==> src/rtl/rxq_pkg.sv <==
package rxq_pkg;
  localparam int FLAG_W = 3;

  typedef struct packed {
    logic brk;
    logic ferr;
    logic perr;
  } rx_flags_t;
endpackage

==> src/rtl/rxq_store.sv <==
module rxq_store #(
  parameter int DEPTH = 64,
  parameter int W     = 11
) (
  input  logic         clk,
  input  logic         rst,
  input  logic         clr,
  input  logic         push,
  input  logic         pop,
  input  logic [W-1:0] din,
  output logic [W-1:0] dout
);
  localparam int AW = (DEPTH > 1) ? $clog2(DEPTH) : 1;
  localparam logic [AW-1:0] LAST = AW'(DEPTH - 1);

  logic [W-1:0]  mem [DEPTH];
  logic [AW-1:0] wr_ptr, rd_ptr;

  always_ff @(posedge clk) begin
    if (push) mem[wr_ptr] <= din;
  end

  always_ff @(posedge clk) begin
    if (rst || clr) begin
      wr_ptr <= '0;
      rd_ptr <= '0;
    end else begin
      if (push) wr_ptr <= (wr_ptr == LAST) ? '0 : wr_ptr + 1'b1;
      if (pop)  rd_ptr <= (rd_ptr == LAST) ? '0 : rd_ptr + 1'b1;
    end
  end

  assign dout = mem[rd_ptr];
endmodule

==> src/rtl/rxq_level.sv <==
module rxq_level #(
  parameter int DEPTH = 64,
  parameter int CW    = 7,
  parameter int L0    = 1,
  parameter int L1    = 16,
  parameter int L2    = 32,
  parameter int L3    = 56
) (
  input  logic          clk,
  input  logic          rst,
  input  logic          clr,
  input  logic          push,
  input  logic          pop,
  input  logic [1:0]    trig_sel,
  output logic [CW-1:0] cnt,
  output logic          empty,
  output logic          full,
  output logic          irq,
  output logic          dma
);
  logic [CW-1:0] cnt_n, lvl;

  always_comb begin
    unique case (trig_sel)
      2'd0:    lvl = CW'(L0);
      2'd1:    lvl = CW'(L1);
      2'd2:    lvl = CW'(L2);
      default: lvl = CW'(L3);
    endcase
  end

  assign cnt_n = cnt + {{(CW-1){1'b0}}, push} - {{(CW-1){1'b0}}, pop};

  always_ff @(posedge clk) begin
    if (rst || clr) begin
      cnt   <= '0;
      empty <= 1'b1;
      full  <= 1'b0;
      irq   <= 1'b0;
      dma   <= 1'b0;
    end else begin
      cnt   <= cnt_n;
      empty <= (cnt_n == '0);
      full  <= (cnt_n == CW'(DEPTH));
      irq   <= (cnt_n >= lvl);
      if (cnt_n >= lvl)     dma <= 1'b1;
      else if (cnt_n == '0) dma <= 1'b0;
    end
  end
endmodule

==> src/rtl/rxq_errtrack.sv <==
module rxq_errtrack #(
  parameter int CW = 7
) (
  input  logic clk,
  input  logic rst,
  input  logic clr,
  input  logic push,
  input  logic pop,
  input  logic push_err,
  input  logic pop_err,
  output logic err_any
);
  logic [CW-1:0] n_bad, n_bad_n;

  assign n_bad_n = n_bad + {{(CW-1){1'b0}}, push & push_err}
                         - {{(CW-1){1'b0}}, pop & pop_err};

  always_ff @(posedge clk) begin
    if (rst || clr) begin
      n_bad   <= '0;
      err_any <= 1'b0;
    end else begin
      n_bad   <= n_bad_n;
      err_any <= (n_bad_n != '0);
    end
  end
endmodule

==> src/rtl/rxq_tagged_fifo.sv <==
module rxq_tagged_fifo
  import rxq_pkg::*;
#(
  parameter int DEPTH  = 64,
  parameter int CHAR_W = 8,
  parameter int TRIG0  = 1,
  parameter int TRIG1  = 16,
  parameter int TRIG2  = 32,
  parameter int TRIG3  = 56,
  localparam int CW    = $clog2(DEPTH + 1)
) (
  input  logic              clk,
  input  logic              rst,
  input  logic              wr_en,
  input  logic [CHAR_W-1:0] wr_char,
  input  logic              wr_perr,
  input  logic              wr_ferr,
  input  logic              wr_brk,
  input  logic              rd_en,
  input  logic              fifo_clr,
  input  logic [1:0]        trig_sel,
  output logic [CHAR_W-1:0] head_char,
  output logic              head_perr,
  output logic              head_ferr,
  output logic              head_brk,
  output logic [CW-1:0]     fill_cnt,
  output logic              empty,
  output logic              full,
  output logic              ovf,
  output logic              err_any,
  output logic              rx_irq,
  output logic              dma_req
);
  localparam int EW = CHAR_W + FLAG_W;

  rx_flags_t         in_f, hd_f;
  logic [EW-1:0]     in_ent, hd_ent;
  logic              push, pop;

  assign in_f   = '{brk: wr_brk, ferr: wr_ferr, perr: wr_perr};
  assign in_ent = {in_f, wr_char};
  assign push   = wr_en & ~full;
  assign pop    = rd_en & ~empty;

  rxq_store #(.DEPTH(DEPTH), .W(EW)) u_store (
    .clk(clk), .rst(rst), .clr(fifo_clr),
    .push(push), .pop(pop), .din(in_ent), .dout(hd_ent)
  );

  rxq_level #(
    .DEPTH(DEPTH), .CW(CW),
    .L0(TRIG0), .L1(TRIG1), .L2(TRIG2), .L3(TRIG3)
  ) u_level (
    .clk(clk), .rst(rst), .clr(fifo_clr),
    .push(push), .pop(pop), .trig_sel(trig_sel),
    .cnt(fill_cnt), .empty(empty), .full(full),
    .irq(rx_irq), .dma(dma_req)
  );

  assign hd_f      = hd_ent[EW-1:CHAR_W];
  assign head_char = hd_ent[CHAR_W-1:0];
  assign head_perr = hd_f.perr;
  assign head_ferr = hd_f.ferr;
  assign head_brk  = hd_f.brk;

  rxq_errtrack #(.CW(CW)) u_err (
    .clk(clk), .rst(rst), .clr(fifo_clr),
    .push(push), .pop(pop),
    .push_err(|in_f), .pop_err(|hd_f),
    .err_any(err_any)
  );

  always_ff @(posedge clk) begin
    if (rst || fifo_clr) ovf <= 1'b0;
    else if (wr_en && full) ovf <= 1'b1;
  end
endmodule

==> config.mk <==
export PLATFORM = sky130hd
export DESIGN_NAME = rxq_tagged_fifo
export DESIGN_NICKNAME = d
export VERILOG_FILES = /design/src/rtl/rxq_pkg.sv /design/src/rtl/rxq_store.sv /design/src/rtl/rxq_level.sv /design/src/rtl/rxq_errtrack.sv /design/src/rtl/rxq_tagged_fifo.sv
export SDC_FILE = /design/constraint.sdc
export NUM_CORES = 1
export LEC_CHECK = 0
export BUFFER_PORTS_ARGS = -buffer_cell sky130_fd_sc_hd__buf_2
export CAP_MARGIN = 20
export CORE_MARGIN = 1
export CORE_UTILIZATION = 55
export CTS_BUF_LIST = sky130_fd_sc_hd__clkbuf_8
export DETAILED_ROUTE_END_ITERATION = 16
export PLACE_DENSITY = 0.71
export SLEW_MARGIN = 20
export SYNTH_ARGS = -nofsm -noshare
export SYNTH_HDL_FRONTEND = slang
export SYNTH_SLANG_ARGS = --single-unit
export TNS_END_PERCENT = 1
==> constraint.sdc <==
create_clock -name clk -period 4.84 [get_ports clk]
set_input_delay 0.242 -clock clk [delete_from_list [all_inputs] [get_ports clk]]
set_output_delay 0.242 -clock clk [all_outputs]
set_load 0.005 [all_outputs]
==> run metrics <==
Final setup viols=0; post-route cell area=32690 sq um; met1 Use GR=34.78%; Crit Path Max Fanout=21; DPL Wire Length=38500 um; R2R cell count=19; max-cap violations=0; Avg Vias per Cell=6.186; Crit path depth=19; DR vias=14191; Filler cells=3487; headroom to the max-slew limit=25.94%; initial core utilization=56.12%; Total Die Area=53800 sq um; Post-route DRC=0; Worst-Margin Slew=1107 ps; Leak=10.25 nW; GRT met2 Usage=38.49%; first-iteration detailed-routing DRC count=1493; global routing's busiest layer=met2; Ys Warns=0; Worst path slowest cell=dfxtp_4; WP buf/inv=5; M3 GR Usage=5.133%; vias in the first global route=14297; First-pass DRT Iterations=7; Port Buf Inserts=41; CP endpoint kind=register; crit path kind=register to register; H-tree level count=3; setup_tns=0 ps; WHS Path Cells=1; Routed WL=63880 um; FMAX=0.2222 GHz; Final nets=1571; most used cell, CP=inv_1; CTS tree=done; worst path required time=5410 ps; initial antenna violation count=4; fraction of layout cells with a size suffix above 1=30.55%; top_reg_cell synth=edfxtp_1; gr usage total=24.52%; mapped cell area=29080 sq um; Fin Clk Skew=31.33 ps; run status=completed; ys async rst share=0%; Clock Sinks=742; clock slew at reported path FFs=70 ps; Startpoint Class=register; area grow syn2layout=12.42%; first-pass GRT wire length=93650 um; die width=231.9 um; GRT overflow=0; pin count of the biggest net entering global routing=65; chip height=231.9 um; Synth Instances=1369; worst-path cell chain=buf_4 -> mux4_2 -> mux2i_1 -> o32ai_1 -> nor4_1 -> a211oi_1 -> buf_4 -> ha_1 -> inv_1 -> ha_1 -> inv_1 -> fa_1 -> inv_1 -> a21oi_1 -> o21bai_1 -> a21o_1 -> a21oi_1 -> xnor2_1 -> o211ai_1; Ant. Diodes=0; post-route minimum period=4500 ps; Critical Path AT=5070 ps; most frequent cells in the layout=704 x edfxtp_1, 205 x mux4_2, 118 x clkbuf_8, 79 x nor2_1, 75 x buf_4; post-synthesis sequential area ratio=75.31%; post-detailed-route wirelength per cell=27.85 um; Ports=42; worst skew pair latency=700 ps; synthesized area per cell=21.24 sq um; final worst path period share=92.98%; Core Region=51820 sq um; Hold Crit Class=input port to register; commonest non-fill, non-tap cell in the layout=edfxtp_1; total power=12.72 mW; Seq cells post-synth=742; Area contributors post-synth=edfxtp_1 73%, mux4_2 16%, dfxtp_1 2.6%; Final Wtd Congestion=0.9058; Area after DPL=30430 sq um; Max rail drop VDD=0.0002417 V; Yosys top cell by area=edfxtp_1; Rows=83; CP max stage delay=550 ps; Pwr Density=389.1 nW/um^2; Post-synth EDFFs=704; final hold violation count=0; Synth top area share=72.70%; Antenna Nets Post-Route=0; RSZ-0062 raised after global routing=false; TritonCTS Buffers=112; Unique masters post-synth=52; CTS max path bufs=3; final slew viol count=0; clock root cell=clkbuf_8; CP delay by family, top=adder cells; Syn Nets=1409
[area by class of cell]
class                      count  area, sq um  area share, %
sequential                   742        21920          67.04
inverter                      29        108.9         0.3330
timing repair buffer         118        849.6          2.599
tap                          680        850.8          2.602
clock buffer                 118         1624          4.968
multi-input combinational    528         6788          20.76
clock inverter                79        555.5          1.699
[Yosys cell counts (3+ instances only)]
| cell type | number |
|---|---|
| edfxtp_1 | 704 |
| mux4_2 | 205 |
| nor2_1 | 101 |
| dfxtp_1 | 38 |
| mux2i_1 | 29 |
| inv_1 | 28 |
| clkbuf_1 | 26 |
| buf_2 | 21 |
| ha_1 | 20 |
| nand2_1 | 17 |
| a21oi_1 | 14 |
| buf_1 | 13 |
| a211oi_1 | 12 |
| nand3_1 | 12 |
| nand3b_1 | 12 |
| nor2b_1 | 12 |
| o21ai_0 | 11 |
| xor2_1 | 10 |
| xnor2_1 | 8 |
| buf_4 | 7 |
| a21o_1 | 6 |
| nand4_1 | 5 |
| nor3_1 | 5 |
| or3b_2 | 5 |
| and2_1 | 4 |
| mux2_2 | 4 |
| a2111oi_0 | 3 |
| buf_6 | 3 |
| nand4b_1 | 3 |
| or3_1 | 3 |
[worst reg2reg max path: cells and delay by family, from the launching register on]
family | cells | cell delay [ps]
adders and majority gates | 3 | 870
AOI/OAI and AO/OA | 7 | 870
buffers and inverters | 5 | 790
muxes | 2 | 690
DFF | 1 | 550
and+or+nand+nor | 1 | 410
xor gates and xnor gates | 1 | 220
[state kept, by name, summed over array words and instances, names as in the netlist, named ones only]
signal and count:
ovf 1, u_store.rd_ptr 6, u_level.dma 1, u_store.mem 704
u_level.full 1, u_level.irq 1, u_err.err_any 1, u_store.wr_ptr 6
u_level.cnt 7, u_level.empty 1, u_err.n_bad 7
[routing by layer]
layer  vias to the layer above  part of all wire (%)
li1                       5988                     -
met1                      7418                    40
met2                       670                    48
met3                       107                   8.7
met4                         8                   2.4
met5                         -                 0.078
[power breakdown]
group          switching [mW]  internal [mW]
clock network            2.32           2.71
registers              0.0282           7.07
logic                   0.354          0.238
[path summary, 6_finish.rpt]
path               from           endpoint  slack, ps
max reg2reg    register      u_err.err_any        340
min          wr_char[1]  u_store.mem[0][1]        140
max            register      u_err.err_any        340
min reg2reg         ovf                ovf        500
[per-stage QoR]
stage | util (%) | cells | hold WS, ps | setup slack, ps
2_1_floorplan | - | 1369 | 340.9 | 905.1
3_3_place_gp | 58.60 | 2089 | 457.9 | 434.3
3_5_place_dp | 58.71 | 2091 | 469.2 | 333.5
4_1_cts | 63.00 | 2292 | 74.68 | 314.7
5_1_grt | 63.09 | 2294 | 139.5 | 7.534
6_report | 63.09 | 2294 | 139.6 | 339.8
[cell families after synthesis]
kind of cell    Yosys count  share of synthesized area (%)
buf+inv                  99                          1.536
flops                   742                          75.31
fa+ha+maj                22                         0.9982
simple gates            185                          3.020
xor+xnor                 18                         0.5421
compound gates           65                          1.562
mux                     238                          17.03
[timing repair]
item / in CTS / in global routing
hold buffers: 4 / 0
buffers inserted: 0 / 1
setup endpoints to repair: 0 / 1
endpoints found under the hold margin: 7 / 0
resized for setup: 0 / 0
(Power assumes the default switching activity.)
